**src/rtl/spwm_pkg.sv**
```systemverilog
package spwm_pkg;
    typedef enum logic {CNT_IDLE, CNT_RUN} cnt_state_t;
    typedef enum logic {UPD_IDLE, UPD_PEND} upd_state_t;

    localparam int ADR_PERIOD   = 0;
    localparam int ADR_PRESC    = 1;
    localparam int ADR_CTRL     = 2;
    localparam int ADR_SDLY     = 3;
    localparam int ADR_FCLR     = 4;
    localparam int ADR_CMP_BASE = 8;

    localparam int CTL_RUN      = 0;
    localparam int CTL_UPD      = 1;
    localparam int CTL_EDGE_LSB = 2;
    localparam int CTL_IEN_LSB  = 8;
endpackage

```
**src/rtl/spwm_regs.sv**
```systemverilog
module spwm_regs
    import spwm_pkg::*;
#(
    parameter int CNT_W   = 16,
    parameter int NUM_OUT = 2,
    parameter int NUM_CAP = 2,
    parameter int ADDR_W  = 4
) (
    input  logic                     clk,
    input  logic                     rst_n,
    input  logic                     wr_en,
    input  logic [ADDR_W-1:0]        wr_addr,
    input  logic [CNT_W-1:0]         wr_data,
    input  logic                     wrap,
    input  logic                     running,
    input  logic                     xfer_in,
    output logic [CNT_W-1:0]         act_period,
    output logic [CNT_W-1:0]         act_presc,
    output logic [CNT_W-1:0]         act_sdly,
    output logic [NUM_OUT*CNT_W-1:0] act_rise,
    output logic [NUM_OUT*CNT_W-1:0] act_fall,
    output logic                     run_en,
    output logic [NUM_CAP-1:0]       edge_sel,
    output logic [NUM_CAP:0]         irq_en,
    output logic [NUM_CAP:0]         flag_clr,
    output logic                     xfer_out
);
    localparam int NUM_FLG = NUM_CAP + 1;

    logic [CNT_W-1:0] sh_period, sh_presc, sh_sdly;
    logic [CNT_W-1:0] period_q, presc_q, sdly_q;
    logic [CNT_W-1:0] sh_rise [NUM_OUT];
    logic [CNT_W-1:0] sh_fall [NUM_OUT];
    logic [CNT_W-1:0] rise_q  [NUM_OUT];
    logic [CNT_W-1:0] fall_q  [NUM_OUT];

    upd_state_t upd_q, upd_d;
    logic       ctrl_wr, upd_req, load;
    logic       run_q, xfer_q;
    logic [NUM_CAP-1:0] edge_q;
    logic [NUM_FLG-1:0] ien_q;

    assign ctrl_wr = wr_en && (wr_addr == ADDR_W'(ADR_CTRL));
    assign upd_req = ctrl_wr && wr_data[CTL_UPD];
    assign load    = (upd_q == UPD_PEND) && xfer_in && (wrap || !running);

    // update state register
    always_ff @(posedge clk or negedge rst_n) begin
        if (!rst_n) upd_q <= UPD_IDLE;
        else        upd_q <= upd_d;
    end

    // update next-state logic
    always_comb begin
        upd_d = upd_q;
        unique case (upd_q)
            UPD_IDLE: if (upd_req) upd_d = UPD_PEND;
            UPD_PEND: if (load && !upd_req) upd_d = UPD_IDLE;
            default:  upd_d = UPD_IDLE;
        endcase
    end

    // shadow and working copies of the shared settings
    always_ff @(posedge clk or negedge rst_n) begin
        if (!rst_n) begin
            sh_period <= '0;
            sh_presc  <= '0;
            sh_sdly   <= '0;
            period_q  <= '0;
            presc_q   <= '0;
            sdly_q    <= '0;
        end else begin
            if (wr_en && wr_addr == ADDR_W'(ADR_PERIOD)) sh_period <= wr_data;
            if (wr_en && wr_addr == ADDR_W'(ADR_PRESC))  sh_presc  <= wr_data;
            if (wr_en && wr_addr == ADDR_W'(ADR_SDLY))   sh_sdly   <= wr_data;
            if (load) begin
                period_q <= sh_period;
                presc_q  <= sh_presc;
                sdly_q   <= sh_sdly;
            end
        end
    end

    // per-output compare pairs
    for (genvar i = 0; i < NUM_OUT; i++) begin : g_cmp
        always_ff @(posedge clk or negedge rst_n) begin
            if (!rst_n) begin
                sh_rise[i] <= '0;
                sh_fall[i] <= '0;
                rise_q[i]  <= '0;
                fall_q[i]  <= '0;
            end else begin
                if (wr_en && wr_addr == ADDR_W'(ADR_CMP_BASE + 2*i))     sh_rise[i] <= wr_data;
                if (wr_en && wr_addr == ADDR_W'(ADR_CMP_BASE + 2*i + 1)) sh_fall[i] <= wr_data;
                if (load) begin
                    rise_q[i] <= sh_rise[i];
                    fall_q[i] <= sh_fall[i];
                end
            end
        end
        assign act_rise[i*CNT_W +: CNT_W] = rise_q[i];
        assign act_fall[i*CNT_W +: CNT_W] = fall_q[i];
    end

    // control bits that act at once, and the permit for a chained slave
    always_ff @(posedge clk or negedge rst_n) begin
        if (!rst_n) begin
            run_q  <= 1'b0;
            edge_q <= '0;
            ien_q  <= '0;
            xfer_q <= 1'b0;
        end else begin
            if (ctrl_wr) begin
                run_q  <= wr_data[CTL_RUN];
                edge_q <= wr_data[CTL_EDGE_LSB +: NUM_CAP];
                ien_q  <= wr_data[CTL_IEN_LSB +: NUM_FLG];
            end
            if (load)      xfer_q <= 1'b1;
            else if (wrap) xfer_q <= 1'b0;
        end
    end

    assign act_period = period_q;
    assign act_presc  = presc_q;
    assign act_sdly   = sdly_q;
    assign run_en     = run_q;
    assign edge_sel   = edge_q;
    assign irq_en     = ien_q;
    assign xfer_out   = xfer_q;
    assign flag_clr   = (wr_en && wr_addr == ADDR_W'(ADR_FCLR)) ? wr_data[NUM_FLG-1:0] : '0;

    // no working value changes while the permit is low
    a_r3_no_load_without_permit: assert property (@(posedge clk) disable iff (!rst_n)
        !xfer_in |=> $stable(period_q));
    // working values hold in the middle of a running period
    a_r2_hold_mid_period: assert property (@(posedge clk) disable iff (!rst_n)
        (running && !wrap) |=> ($stable(period_q) && $stable(presc_q)));
endmodule

```
**src/rtl/spwm_counter.sv**
```systemverilog
module spwm_counter
    import spwm_pkg::*;
#(
    parameter int CNT_W = 16
) (
    input  logic             clk,
    input  logic             rst_n,
    input  logic             run_en,
    input  logic             sync_in,
    input  logic [CNT_W-1:0] presc,
    input  logic [CNT_W-1:0] period,
    input  logic [CNT_W-1:0] sdly,
    output logic [CNT_W-1:0] cnt,
    output logic             wrap,
    output logic             running,
    output logic             sync_pulse
);
    cnt_state_t st_q, st_d;
    logic [CNT_W-1:0] pre_q, cnt_q, cnt_nxt;
    logic active, restart, start, tick, at_end, sync_q;

    // counter state register
    always_ff @(posedge clk or negedge rst_n) begin
        if (!rst_n) st_q <= CNT_IDLE;
        else        st_q <= st_d;
    end

    // counter next-state logic
    always_comb begin
        st_d = st_q;
        unique case (st_q)
            CNT_IDLE: if (run_en)  st_d = CNT_RUN;
            CNT_RUN:  if (!run_en) st_d = CNT_IDLE;
            default:  st_d = CNT_IDLE;
        endcase
    end

    assign active  = (st_q == CNT_RUN) && run_en;
    assign start   = (st_q == CNT_IDLE) && run_en;
    assign restart = active && sync_in;
    assign tick    = active && !sync_in && (pre_q >= presc);
    assign at_end  = (cnt_q >= period);
    assign wrap    = tick && at_end;
    assign cnt_nxt = at_end ? '0 : cnt_q + 1'b1;

    // prescale and period counters
    always_ff @(posedge clk or negedge rst_n) begin
        if (!rst_n) begin
            pre_q <= '0;
            cnt_q <= '0;
        end else if (!active || sync_in) begin
            pre_q <= '0;
            cnt_q <= '0;
        end else if (tick) begin
            pre_q <= '0;
            cnt_q <= cnt_nxt;
        end else begin
            pre_q <= pre_q + 1'b1;
        end
    end

    // delayed period-start pulse
    always_ff @(posedge clk or negedge rst_n) begin
        if (!rst_n)                sync_q <= 1'b0;
        else if (restart || start) sync_q <= (sdly == '0);
        else                       sync_q <= tick && (cnt_nxt == sdly);
    end

    assign cnt        = cnt_q;
    assign running    = (st_q == CNT_RUN);
    assign sync_pulse = sync_q;

    // the counter never passes the end value while counting
    a_r1_cnt_in_range: assert property (@(posedge clk) disable iff (!rst_n)
        (st_q == CNT_RUN) |-> (cnt_q <= period));
    // the counter holds between prescale expiries
    a_r1_hold_between_ticks: assert property (@(posedge clk) disable iff (!rst_n)
        (active && !sync_in && pre_q < presc) |=> $stable(cnt_q));
    // a sync input leaves the counter at zero
    a_r9_restart_zero: assert property (@(posedge clk) disable iff (!rst_n)
        restart |=> (cnt_q == '0));
    // a cleared run bit leaves the counter at zero
    a_r10_stop_clears: assert property (@(posedge clk) disable iff (!rst_n)
        !run_en |=> (cnt_q == '0));
endmodule

```
**src/rtl/spwm_edge.sv**
```systemverilog
module spwm_edge #(
    parameter int CNT_W = 16
) (
    input  logic             clk,
    input  logic             rst_n,
    input  logic             running,
    input  logic [CNT_W-1:0] cnt,
    input  logic [CNT_W-1:0] rise,
    input  logic [CNT_W-1:0] fall,
    output logic             level
);
    logic lvl_q;

    // fall compare wins, so equal positions keep the output low
    always_ff @(posedge clk or negedge rst_n) begin
        if (!rst_n)            lvl_q <= 1'b0;
        else if (!running)     lvl_q <= 1'b0;
        else if (cnt == fall)  lvl_q <= 1'b0;
        else if (cnt == rise)  lvl_q <= 1'b1;
    end

    assign level = lvl_q;

    // equal compare positions never raise a low output
    a_r4_equal_stays_low: assert property (@(posedge clk) disable iff (!rst_n)
        (running && rise == fall && !lvl_q) |=> !lvl_q);
    // a stopped counter drives the output low
    a_r10_low_when_idle: assert property (@(posedge clk) disable iff (!rst_n)
        !running |=> !lvl_q);
endmodule

```
**src/rtl/spwm_capture.sv**
```systemverilog
module spwm_capture #(
    parameter int CNT_W = 16
) (
    input  logic             clk,
    input  logic             rst_n,
    input  logic             pin,
    input  logic             falling,
    input  logic [CNT_W-1:0] cnt,
    output logic [CNT_W-1:0] cap_val,
    output logic             hit
);
    logic s1_q, s2_q, s3_q;
    logic [CNT_W-1:0] cap_q;

    // two synchroniser stages plus one history stage
    always_ff @(posedge clk or negedge rst_n) begin
        if (!rst_n) begin
            s1_q <= 1'b0;
            s2_q <= 1'b0;
            s3_q <= 1'b0;
        end else begin
            s1_q <= pin;
            s2_q <= s1_q;
            s3_q <= s2_q;
        end
    end

    assign hit = falling ? (s3_q & ~s2_q) : (s2_q & ~s3_q);

    always_ff @(posedge clk or negedge rst_n) begin
        if (!rst_n)   cap_q <= '0;
        else if (hit) cap_q <= cnt;
    end

    assign cap_val = cap_q;

    // the capture register changes only on a detected edge
    a_r5_stable_without_edge: assert property (@(posedge clk) disable iff (!rst_n)
        !hit |=> $stable(cap_q));
endmodule

```
**src/rtl/sync_pwm_timer.sv**
```systemverilog
module sync_pwm_timer
    import spwm_pkg::*;
#(
    parameter int CNT_W   = 16,
    parameter int NUM_OUT = 2,
    parameter int NUM_CAP = 2,
    parameter int ADDR_W  = 4
) (
    input  logic                     clk,
    input  logic                     rst_n,
    input  logic                     wr_en,
    input  logic [ADDR_W-1:0]        wr_addr,
    input  logic [CNT_W-1:0]         wr_data,
    input  logic                     sync_in,
    input  logic                     xfer_en_in,
    input  logic [NUM_CAP-1:0]       cap_in,
    output logic [NUM_OUT-1:0]       pwm_out,
    output logic [CNT_W-1:0]         cnt_value,
    output logic [NUM_CAP*CNT_W-1:0] cap_value,
    output logic [NUM_CAP:0]         irq_flags,
    output logic                     irq,
    output logic                     sync_out,
    output logic                     xfer_en_out
);
    localparam int NUM_FLG = NUM_CAP + 1;

    logic [CNT_W-1:0]         period, presc, sdly, cnt;
    logic [NUM_OUT*CNT_W-1:0] rise, fall;
    logic                     run_en, wrap, running;
    logic [NUM_CAP-1:0]       edge_sel, hits;
    logic [NUM_FLG-1:0]       irq_en, flag_clr, flags_q;

    spwm_regs #(.CNT_W(CNT_W), .NUM_OUT(NUM_OUT), .NUM_CAP(NUM_CAP), .ADDR_W(ADDR_W)) u_regs (
        .clk(clk), .rst_n(rst_n), .wr_en(wr_en), .wr_addr(wr_addr), .wr_data(wr_data),
        .wrap(wrap), .running(running), .xfer_in(xfer_en_in),
        .act_period(period), .act_presc(presc), .act_sdly(sdly),
        .act_rise(rise), .act_fall(fall), .run_en(run_en), .edge_sel(edge_sel),
        .irq_en(irq_en), .flag_clr(flag_clr), .xfer_out(xfer_en_out)
    );

    spwm_counter #(.CNT_W(CNT_W)) u_cnt (
        .clk(clk), .rst_n(rst_n), .run_en(run_en), .sync_in(sync_in),
        .presc(presc), .period(period), .sdly(sdly),
        .cnt(cnt), .wrap(wrap), .running(running), .sync_pulse(sync_out)
    );

    for (genvar i = 0; i < NUM_OUT; i++) begin : g_out
        spwm_edge #(.CNT_W(CNT_W)) u_edge (
            .clk(clk), .rst_n(rst_n), .running(running), .cnt(cnt),
            .rise(rise[i*CNT_W +: CNT_W]), .fall(fall[i*CNT_W +: CNT_W]),
            .level(pwm_out[i])
        );
    end

    for (genvar k = 0; k < NUM_CAP; k++) begin : g_cap
        spwm_capture #(.CNT_W(CNT_W)) u_cap (
            .clk(clk), .rst_n(rst_n), .pin(cap_in[k]), .falling(edge_sel[k]), .cnt(cnt),
            .cap_val(cap_value[k*CNT_W +: CNT_W]), .hit(hits[k])
        );
    end

    // sticky flags: new events win over a clear in the same clock
    always_ff @(posedge clk or negedge rst_n) begin
        if (!rst_n) flags_q <= '0;
        else        flags_q <= (flags_q & ~flag_clr) | {hits, wrap};
    end

    assign irq_flags = flags_q;
    assign irq       = |(flags_q & irq_en);
    assign cnt_value = cnt;

    // an interrupt always has a flag behind it
    a_r7_irq_needs_flag: assert property (@(posedge clk) disable iff (!rst_n)
        irq |-> (|flags_q));
    // a clear with no new wrap empties the wrap flag
    a_r6_clear_wrap_flag: assert property (@(posedge clk) disable iff (!rst_n)
        (flag_clr[0] && !wrap) |=> !flags_q[0]);
endmodule

```
**config.mk**
```make
export PLATFORM = sky130hd
export DESIGN_NAME = sync_pwm_timer
export DESIGN_NICKNAME = d
export VERILOG_FILES = /design/src/rtl/spwm_pkg.sv /design/src/rtl/spwm_regs.sv /design/src/rtl/spwm_counter.sv /design/src/rtl/spwm_edge.sv /design/src/rtl/spwm_capture.sv /design/src/rtl/sync_pwm_timer.sv
export SDC_FILE = /design/constraint.sdc
export NUM_CORES = 1
export LEC_CHECK = 0
export BUFFER_PORTS_ARGS = -buffer_cell sky130_fd_sc_hd__buf_4
export CAP_MARGIN = 10
export CORE_ASPECT_RATIO = 1.75
export CORE_MARGIN = 8
export CORE_UTILIZATION = 61
export CTS_BUF_LIST = sky130_fd_sc_hd__clkbuf_8
export DETAILED_ROUTE_END_ITERATION = 10
export PLACE_DENSITY_LB_ADDON = 0.08
export SYNTH_ARGS = -nofsm -noshare
export SYNTH_HDL_FRONTEND = slang
export SYNTH_SLANG_ARGS = --single-unit
```
**constraint.sdc**
```tcl
create_clock -name clk -period 3.8 [get_ports clk]
set_input_delay 1.14 -clock clk [delete_from_list [all_inputs] [get_ports clk]]
set_output_delay 1.14 -clock clk [all_outputs]
set_load 0.03 [all_outputs]
```
==> metrics.md, run 1 <==
| Metric | Value |
|---|---|
| P_int | 0.006526 W |
| Max Cap Violations | 0 |
| Initial Util | 61.79% |
| Asr flop ratio synth | 100.0% |
| Max clock buf depth | 3 |
| WP buf/inv | 1 |
| #FFs+latches synth | 309 |
| CP peak stage delay | 0.41 ns |
| Critical Path Start Type | flop |
| R2r startpoint | u_cnt.pre_q[15]$_DFF_PN0_ |
| DP HPWL | 23450 um |
| Max-slew headroom at the worst pin | 32.96% |
| Clk sinks | 309 |
| Post-route cell area | 0.01631 mm^2 |
| Clock slew at reported path FFs | 0.07 ns |
| Dominant cell type by area after synthesis | dfrtp_1 |
| Synth top area share | 53.85% |
| Skew-Pair Late Insertion Delay | 0.60 ns |
| Setup TNS | 0 ns |
| Endpoints failing hold | 0 |
| Place WS | 0.7039 ns |
| CTS resizes | 0 |
| Layout area overhead | 13.61% |
| Drt total wl | 34360 um |
| Core area | 0.02324 mm^2 |
| Crit path DAT | 3.58 ns |
| # rows | 74 |
| CTS Hold Bufs | 0 |
| DRT Pass-1 Iters | 4 |
| Syn_area_per_cell | 13.16 um^2 |
| Die Area | 0.02890 mm^2 |
| Top_reg_cell synth | dfrtp_1 |
| Total gr overflow | 0 |
| Initial antenna violation count | 0 |
| Kind of end point of the critical path | flop |
| Tightest Pin Transition | 1.006 ns |
| Post-synthesis sequential area ratio | 53.85% |
| Antenna Nets Post-Route | 0 |
| Via count | 8882 |
| Skew final | 0.03346 ns |
| LEAKAGE | 7.765 nW |
| R2R cell count | 10 |
| Wire length of the first global-routing pass | 54740 um |
| Post-Syn Instances | 1091 |
| Period minus WS final | 3.121 ns |
| Crit Path Class | reg -> reg |
| Die height | 219.0 um |
| Post-layout worst setup margin | 0.6795 ns |
| Unrepaired setup endpoints after global routing | false |
| Largest net degree at the start of global routing | 85 |
| Crit path max-delay family | compound AO/OA/AOI/OAI gates |
| Vias in the first global route | 9592 |
| CP Depth | 10 |
| Largest cells by area after synthesis | dfrtp_1 54%, mux2_2 14%, mux2_4 7.2% |
| Die X | 132.0 um |
| Detailed-route DRC error count | 0 |
| Iter 0 DRT Violations | 509 |
| PwrDens | 553.4 mW/mm^2 |
| Final worst path period share | 82.12% |
| Number of flops mapped to enable cells by yosys | 0 |
| Critical Path Fanout Max | 59 |
| HP Class | reg -> reg |
| # fillers | 1697 |
| Distinct cells, synth | 57 |
| Seq pwr share | 48.3% |
| Post-DP Area | 0.01533 mm^2 |
| R2R Path End | u_regs.act_rise[20]$_DFFE_PN0P_ |
| Crit-path slowest cell | dfrtp_1 |
| Status | completed |
| Worst setup path end | u_regs.act_rise[20]$_DFFE_PN0P_ |
| Fin nets | 1264 |
| Root Driver | clkbuf_8 |
| Max VDD drop | 0.3988 mV |
| Multi-input logic area | 0.006092 mm^2 |
| Synth Warn # | 0 |
| TritonCTS buffer count | 45 |
| Via density | 5.768 |
| CP required | 4.26 ns |
| Post-CTS Setup Repair Bufs | 0 |
| PortBufs | 82 |
| ANT cells | 0 |
| Post-synthesis instance area | 0.01436 mm^2 |
| Net count after synthesis | 1152 |
| Slew Limit Fails | 0 |
| Final setup viols | 0 |
| Gate power share | 20.0% |
| CP Cell Sequence | ha_1, a22o_1, nor3_1, o21ai_0, a221oi_2, o21ai_1, and3b_4, o211ai_4, buf_12, mux2_2 |
| Flop2flop setup slack | 0.68 ns |
| H-tree Lvls | 2 |
| Clock share of power | 31.7% |
| TritonCTS clock tree | yes |
| GRT Util Overall | 24.58% |
| Layout cells sized above 1 | 36.33% |
| GPL Wtd Cong | 0.8307 |
| Max Freq | 0.3205 GHz |
| WL/cell | 22.31 um |
| Final core occ | 70.19% |
| Io pins | 83 |
| Register area | 0.007732 mm^2 |
| Psw | 0.002502 W |
| Crit. Startpoint | u_cnt.pre_q[15]$_DFF_PN0_ |
| Switching share of power | 27.72% |
-- registers in the layout, summed over array words and instances, names as in the netlist, 32 cells and up --
register             cells
g_cap.u_cap.cap_val     32
u_regs.sh_fall          32
u_regs.act_fall         32
u_regs.sh_rise          32
u_regs.act_rise         32
-- cell usage in the layout, fill, tap and decap left out, types with 19 or more instances in the layout --
cell type | Yosys | layout
nand2_1 | 51 | 51
nor2_1 | 52 | 52
mux2_4 | 69 | 69
o21ai_0 | 19 | 19
xnor2_1 | 87 | 87
ha_1 | 34 | 34
dfrtp_1 | 309 | 309
nand3_1 | 23 | 23
a21oi_1 | 21 | 20
nand4_1 | 22 | 22
clkbuf_8 | 0 | 59
inv_1 | 46 | 58
buf_4 | 11 | 112
mux2_2 | 181 | 181
-- how the worst min path moves through the flow --
stage | startpoint | cells past startpoint | to
floorplan | g_cap[0].u_cap.s1_q$_DFF_PN0_ | 0 | g_cap[0].u_cap.s2_q$_DFF_PN0_
global placement | g_cap[1].u_cap.s1_q$_DFF_PN0_ | 0 | g_cap[1].u_cap.s2_q$_DFF_PN0_
detailed placement | g_cap[1].u_cap.s1_q$_DFF_PN0_ | 0 | g_cap[1].u_cap.s2_q$_DFF_PN0_
CTS | g_cap[1].u_cap.s1_q$_DFF_PN0_ | 0 | g_cap[1].u_cap.s2_q$_DFF_PN0_
global route | g_cap[1].u_cap.s1_q$_DFF_PN0_ | 0 | g_cap[1].u_cap.s2_q$_DFF_PN0_
finish | g_cap[1].u_cap.s1_q$_DFF_PN0_ | 0 | g_cap[1].u_cap.s2_q$_DFF_PN0_
-- stage by stage --
step                hold WS [ns]  instances  total power (W)
global placement          0.3338       1460         0.006157
floorplan                 0.3312       1091         0.005660
finish                    0.3485       1540         0.009028
CTS                       0.3514       1540         0.009118
detailed placement        0.3442       1460         0.006234
global route              0.3552       1540         0.009490
-- layout make-up --
class	count	share of cell area, %
clock inverter	21	1.028
sequential	309	47.40
timing repair buffer	118	5.860
multi-input combinational	683	37.34
clock buffer	59	4.978
tap	304	2.332
inverter	46	1.058
-- cells in the mapped netlist (4+ instances only) --
master and count:
clkbuf_1 23, mux2i_1 6, mux2_4 69, nor2b_1 6, nor3_1 11, xor2_1 13
a22oi_1 4, and3_1 7, mux2_2 181, a21oi_1 21, o32ai_1 6, ha_1 34
xnor2_1 87, o21ai_0 19, inv_1 46, nor4_1 11, nand3b_1 9, nand2_1 51
buf_12 7, buf_2 8, buf_4 11, a21o_1 8, nand3_1 23, nand4_1 22
nor2_1 52, dfrtp_1 309
-- layer usage --
metal / share of wire (%) / global-route usage, %
met1: 40 / 29.40
met2: 52 / 42.68
met3: 4.4 / 3.709
met4: 3.9 / 12.04
met5: 0 / 0
-- power groups by stage --
stage	Sequential [W]	Combinational (W)	Clock, W
finish	0.00436	0.00180	0.00286
detailed placement	0.00441	0.00182	0
global route	0.00444	0.00198	0.00307
floorplan	0.00430	0.00136	0
CTS	0.00436	0.00183	0.00293
global placement	0.00439	0.00177	0
-- kinds of logic after synthesis --
| logic type | share of synthesized area [%] |
|---|---|
| DFF | 53.85 |
| adders and majority gates | 2.963 |
| buffers and inverters | 3.817 |
| AOI/OAI and AO/OA | 3.817 |
| xor gates and xnor gates | 6.100 |
| and+or+nand+nor | 7.625 |
| muxes | 21.83 |
-- worst reg2reg max path, stage by stage (launching register included) --
cell      delay [ns]
dfrtp_1         0.41
ha_1            0.32
a22o_1          0.24
nor3_1          0.12
o21ai_0         0.13
a221oi_2        0.27
o21ai_1         0.16
and3b_4         0.25
o211ai_4        0.23
buf_12          0.40
mux2_2          0.47
Note: power is estimated with default switching activity, not from simulation.
==> run 2: changes to the inputs <==
CORE_UTILIZATION = 57   (was 61)
clock period = 2.6 ns   (was 3.8 ns; I/O delays follow)
==> metrics.md, run 2 (synthesized netlist as in run 1, its figures left out) <==
| Metric | Value |
|---|---|
| Status | complete, but fails checks |
| Violated checks | setup timing |
| Post-layout worst setup margin | -0.2468 ns (-0.9263 ns) |
| Unrepaired setup endpoints after global routing | true |
| Wire length of the first global-routing pass | 57820 um (+5.6%) |
| Skew final | 0.01731 ns (-0.01615 ns) |
| # rows | 77 (+4.1%) |
| Vias in the first global route | 9882 (+3.0%) |
| Via density | 5.630 (-2.4%) |
| GPL Wtd Cong | 0.8428 (+1.5%) |
| Critical Path Start Type | flop |
| H-tree Lvls | 2 (unchanged) |
| Clock slew at reported path FFs | 0.07 ns (about the same) |
| Crit Path Class | reg -> reg |
| Max Freq | 0.3513 GHz (+9.6%) |
| Largest net degree at the start of global routing | 64 (-25%) |
| Max-slew headroom at the worst pin | 66.88% (+34 points) |
| Layout cells sized above 1 | 44.27% (+7.9 points) |
| Final core occ | 70.56% (+0.36 points) |
| Tightest Pin Transition | 0.4923 ns (-0.5133 ns) |
| Critical Path Fanout Max | 13 (-78%) |
| Initial Util | 57.32% (-4.5 points) |
| TritonCTS clock tree | yes |
| Iter 0 DRT Violations | 422 (-17%) |
| Detailed-route DRC error count | 0 (unchanged) |
| Skew-Pair Late Insertion Delay | 0.58 ns (-0.02 ns) |
| Total gr overflow | 0 (unchanged) |
| GRT Util Overall | 25.25% (+0.67 points) |
| PwrDens | 773.6 mW/mm^2 (+40%) |
| WL/cell | 23.07 um (+3.4%) |
| Post-route cell area | 0.01767 mm^2 (+8.3%) |
| Post-DP Area | 0.01614 mm^2 (+5.3%) |
| Max VDD drop | 0.5846 mV (+47%) |
| Crit path DAT | 3.30 ns (-0.28 ns) |
| Die X | 136.0 um (+3.0%) |
| Slew Limit Fails | 0 (unchanged) |
| Root Driver | clkbuf_8 |
| ANT cells | 0 (unchanged) |
| Layout area overhead | 23.09% |
| DRT Pass-1 Iters | 4 (unchanged) |
| Via count | 9245 (+4.1%) |
| TritonCTS buffer count | 44 (-2.2%) |
| # fillers | 1806 (+6.4%) |
| Fin nets | 1357 (+7.4%) |
| Period minus WS final | 2.847 ns (-0.2737 ns) |
| Most common cell after layout, fill and taps aside | dfrtp_1 |
| DP HPWL | 25910 um (+10%) |
| Core area | 0.02505 mm^2 (+7.8%) |
| CP required | 3.05 ns (-1.21 ns) |
| PortBufs | 82 (unchanged) |
| Clk sinks | 309 (unchanged) |
| Fin Hold WS | 0.1327 ns (-0.2158 ns) |
| CTS Hold Bufs | 0 (unchanged) |
| Drt total wl | 37890 um (+10%) |
| Die Area | 0.03073 mm^2 (+6.3%) |
| Setup TNS | -22.94 ns (-22.94 ns) |
| HP Class | in -> async |
| Final setup viols | 113 (+113) |
| Antenna Nets Post-Route | 0 (unchanged) |
| Io pins | 83 (unchanged) |
| Die height | 226.0 um (+3.2%) |
| Kind of end point of the critical path | flop |
| Initial antenna violation count | 0 (unchanged) |
| Max clock buf depth | 3 (unchanged) |
| Total power | 0.01367 W (+51%) |
| Max Cap Violations | 0 (unchanged) |
| LEAKAGE | 8.507 nW (+9.6%) |
| Final worst path period share | 109.5% (+27 points) |
| Most frequent cells in the layout | 301 x dfrtp_1, 174 x buf_4, 142 x mux2_2 |
| Endpoints failing hold | 0 (unchanged) |
## run 2: cell count changes in the layout (fill, tap and decap cells not counted), sizes merged
cell	delta
buf	+88
clkinv	+1
bufinv	-1
inv	+1
clkbuf	+1
## run 2: layout make-up
class | count | area, um^2 | share of cell area [%]
well taps | 316 | 395.4 | 2.237
multi-input cells | 683 | 6479 | 36.66
repair buffers | 212 | 1988 | 11.25
inverters | 46 | 175.2 | 0.9911
clock inverters | 22 | 151.4 | 0.8566
clock buffers | 54 | 743.2 | 4.205
flip-flops and latches | 309 | 7742 | 43.81
## run 2: critical path, cell delays in order, from the launching register on
cell	delay, ns
dfrtp_1	0.39
inv_2	0.07
ha_4	0.20
a22o_1	0.23
nor3_2	0.10
o21ai_1	0.10
a221oi_2	0.30
o21ai_2	0.11
and3b_4	0.21
o211ai_4	0.31
buf_12	0.21
buf_12	0.17
mux2_4	0.31
## run 2: path summary, 6_finish.rpt
path / start / slack [ns] / cells past startpoint / end
min in group clk: cap_in[0] / 0.32 / 1 / g_cap[0].u_cap.s1_q$_DFF_PN0_
max in group asynchronous: rst_n / 1.66 / 2 / g_cap[0].u_cap.cap_val[8]$_DFFE_PN0P_
max: u_regs.act_presc[15]$_DFFE_PN0P_ / -0.25 / 12 / u_regs.act_sdly[6]$_DFFE_PN0P_
min: rst_n / 0.13 / 1 / u_regs.sh_sdly[0]$_DFFE_PN0P_
min reg2reg: g_cap[0].u_cap.s1_q$_DFF_PN0_ / 0.35 / 0 / g_cap[0].u_cap.s2_q$_DFF_PN0_
max reg2reg: u_regs.act_presc[15]$_DFFE_PN0P_ / -0.25 / 12 / u_regs.act_sdly[6]$_DFFE_PN0P_
## run 2: per-layer routing
metal / wire length, um / GRT usage (%) / vias to the layer above
li1: - / - / 4230
met1: 14460 / 29.28 / 4726
met2: 20210 / 44.33 / 200
met3: 1600 / 4.143 / 89
met4: 1610 / 11.93 / 0
met5: 0 / 0 / -
## run 2: power breakdown
group / leakage (nW) / internal [W] / switching (W)
registers: 4.01 / 0.00574 / 0.000703
clock network: 0.509 / 0.00208 / 0.00186
logic: 3.99 / 0.00192 / 0.00138
## run 2: timing repair
item	in CTS	in global routing
setup buffers	7	4
cloned	3	6
pin swaps	2	6
resized for setup	40	56
setup endpoints to repair	129	125
## run 2: through the flow
step	setup WS [ns]	cells
floorplan	-0.03195	1091
global placement	-0.2752	1547
detailed placement	-0.3349	1547
CTS	-0.3020	1633
global route	-0.4360	1642
finish	-0.2468	1642
==> run 3: changes to the inputs <==
ABC_AREA = 1   (was default)
==> metrics.md, run 3 <==
| Metric | Value |
|---|---|
| Max Cap Violations | 0 (unchanged) |
| Critical Path Start Type | flop |
| Unrepaired setup endpoints after global routing | true |
| Most frequent cells in the layout | 405 x nand2_1, 309 x dfrtp_1, 160 x inv_1 |
| Io pins | 83 (unchanged) |
| Critical Path Fanout Max | 65 (+52) |
| Drt total wl | 39130 um (+3.3%) |
| Final worst path period share | 95.65% (-14 points) |
| PwrDens | 934.6 mW/mm^2 (+21%) |
| Distinct cells, synth | 42 (-26%) |
| Clk sinks | 309 (unchanged) |
| TritonCTS buffer count | 45 (+2.3%) |
| Kind of end point of the critical path | flop |
| Layout cells sized above 1 | 14.04% (-30 points) |
| DRT Pass-1 Iters | 5 (+1) |
| Period minus WS final | 2.487 ns (-0.3598 ns) |
| LEAKAGE | 8.053 nW (-5.3%) |
| DP HPWL | 27190 um (+4.9%) |
| Post-synth top cells | 405 x nand2_1, 309 x dfrtp_1, 149 x inv_1 |
| PortBufs | 82 (unchanged) |
| Layout area overhead | 14.95% |
| Dominant cell type by area after synthesis | dfrtp_1 |
| Post-CTS Setup Repair Bufs | 0 (-7) |
| Fin nets | 1763 (+30%) |
| Post-layout worst setup margin | 0.1130 ns (+0.3598 ns) |
| Root Driver | clkbuf_8 |
| Slew Limit Fails | 0 (unchanged) |
| Initial Util | 57.60% (+0.28 points) |
| Endpoints failing hold | 0 (unchanged) |
| Largest cells by area after synthesis | dfrtp_1 55%, nand2_1 11%, o21ai_0 4.8% |
| Max Freq | 0.4021 GHz (+14%) |
| Most frequent CP cell | nand2_1 |
| Largest net degree at the start of global routing | 88 (+38%) |
| Detailed-route DRC error count | 0 (unchanged) |
| WP buf/inv | 3 (unchanged) |
| Net count after synthesis | 1671 (+45%) |
| GPL Wtd Cong | 0.9126 (+8.3%) |
| Total gr overflow | 0 (unchanged) |
| Status | completed |
| Place WS | -0.3693 ns (-0.03438 ns) |
| ANT cells | 0 (unchanged) |
| CP required | 3.07 ns (+0.02 ns) |
| Antenna Nets Post-Route | 0 (unchanged) |
| CP Cell Sequence | inv_1, ha_1, nand2_1, nor4_4, nand2_1, buf_12, nand2_1, nand2_4, nand2_4, nand2_4, buf_12, nand2_1, o21ai_0 |
| Die Area | 0.03018 mm^2 (-1.8%) |
| Max-slew headroom at the worst pin | 57.65% (-9.2 points) |
| Via count | 11338 (+23%) |
| #FFs+latches synth | 309 (unchanged) |
| Post-synthesis instance area | 0.01408 mm^2 (-2.0%) |
| CP peak stage delay | 0.42 ns (+0.03 ns) |
| Top_reg_cell synth | dfrtp_1 |
| H-tree Lvls | 2 (unchanged) |
| Max VDD drop | 0.6886 mV (+18%) |
| Number of flops mapped to enable cells by yosys | 0 (unchanged) |
| Initial antenna violation count | 0 (unchanged) |
| Die X | 134.8 um (-0.88%) |
| Most common cell after layout, fill and taps aside | nand2_1 |
| WL/cell | 19.09 um (-17%) |
| CTS Hold Bufs | 0 (unchanged) |
| Setup TNS | 0 ns (+22.94 ns) |
| Tightest Pin Transition | 0.6345 ns (+0.1422 ns) |
| Crit path max-delay family | simple AND/OR/NAND/NOR gates |
| Wire length of the first global-routing pass | 61490 um (+6.3%) |
| Iter 0 DRT Violations | 683 (+62%) |
| Die height | 223.9 um (-0.92%) |
| Max clock buf depth | 3 (unchanged) |
| Skew-Pair Late Insertion Delay | 0.60 ns (+0.02 ns) |
| GRT Util Overall | 26.34% (+1.1 points) |
| Via density | 5.531 (-1.8%) |
| Clock slew at reported path FFs | 0.07 ns (about the same) |
| Crit-path slowest cell | nor4_4 |
| Final setup viols | 0 (-100%) |
| Syn_area_per_cell | 8.743 um^2 (-34%) |
| Post-Syn Instances | 1610 (+48%) |
| Synth top area share | 54.93% (+1.1 points) |
| Asr flop ratio synth | 100.0% (unchanged) |
| HP Class | in -> async |
| Final core occ | 66.21% (-4.4 points) |
| Skew final | 0.01852 ns (+0.001208 ns) |
| # rows | 76 (-1.3%) |
| # fillers | 2082 (+15%) |
| Synth Warn # | 0 (unchanged) |
| Crit Path Class | reg -> reg |
| Most numerous cell in the Yosys netlist | nand2_1 |
| Post-synthesis sequential area ratio | 54.93% (+1.1 points) |
| Crit path DAT | 2.96 ns (-0.34 ns) |
| TritonCTS clock tree | yes |
| Core area | 0.02444 mm^2 (-2.4%) |
| Vias in the first global route | 11336 (+15%) |
## run 3: where the power goes
group / switching, W / total [W] / internal (W)
clock network: 0.00193 / 0.00401 / 0.00208
registers: 0.000877 / 0.00705 / 0.00617
logic: 0.00250 / 0.00407 / 0.00157
total: 0.00530 / 0.0151 / 0.00982
## run 3: layout make-up
type / count / area (um^2) / share of cell area [%]
sequential: 309 / 7732 / 47.79
multi-input combinational: 1060 / 5386 / 33.29
timing repair buffer: 133 / 1156 / 7.145
clock buffer: 60 / 825.8 / 5.104
inverter: 153 / 574.3 / 3.549
tap: 312 / 390.4 / 2.413
clock inverter: 23 / 115.1 / 0.7114
## run 3: cell families after synthesis
group / Yosys count / synth area share (%)
AO/OA/AOI/OAI: 250 / 9.253
adder cells (fa/ha/maj): 34 / 3.022
AND/OR/NAND/NOR: 718 / 22.09
buffers and inverters: 241 / 7.040
XOR/XNOR: 58 / 3.662
flip-flops: 309 / 54.93
## run 3: path summary, 6_finish.rpt
path / start / endpoint / slack (ns) / depth (start not counted)
worst max-delay path: u_regs.act_period[13]$_DFFE_PN0P_ / u_regs.act_rise[21]$_DFFE_PN0P_ / 0.11 / 13
worst min-delay path: rst_n / g_cap[1].u_cap.cap_val[13]$_DFFE_PN0P_ / 0.05 / 1
worst max register to register: u_regs.act_period[13]$_DFFE_PN0P_ / u_regs.act_rise[21]$_DFFE_PN0P_ / 0.11 / 13
worst min register to register: g_cap[0].u_cap.s1_q$_DFF_PN0_ / g_cap[0].u_cap.s2_q$_DFF_PN0_ / 0.37 / 0
max in group asynchronous: rst_n / u_regs.sh_fall[17]$_DFFE_PN0P_ / 1.85 / 2
min in group clk: cap_in[1] / g_cap[1].u_cap.s1_q$_DFF_PN0_ / 0.30 / 1
## run 3: what timing repair did
item	CTS	global route
setup endpoints to repair	115	81
gates resized for setup	2	3
pin swaps	0	1
endpoints found under the hold margin	0	0
cloned	0	1
## run 3: metal layers
layer	part of all wire (%)	global-route usage [%]	up-vias
li1	-	-	5381
met1	37	29.77	5493
met2	52	45.76	353
met3	5.4	4.464	111
met4	5.6	15.22	0
met5	0	0	-
## run 3: worst reg2reg max path, stage by stage, from the launching register on
cell and delay [ns]:
dfrtp_1 0.36, inv_1 0.05, ha_1 0.29, nand2_1 0.11, nor4_4 0.42, nand2_1 0.16
buf_12 0.19, nand2_1 0.11, nand2_4 0.07, nand2_4 0.09, nand2_4 0.09, buf_12 0.21
nand2_1 0.15, o21ai_0 0.07
## run 3: per-stage QoR
stage	power, W	cells	instance area (um^2)	hold slack (ns)
4_1_cts	0.01522	2049	16150	0.02665
3_3_place_gp	0.01095	1966	15190	0.3334
2_1_floorplan	0.009737	1610	14080	0.3312
3_5_place_dp	0.01114	1966	15190	0.3550
5_1_grt	0.01608	2050	16180	0.05133
6_report	0.01512	2050	16180	0.05250
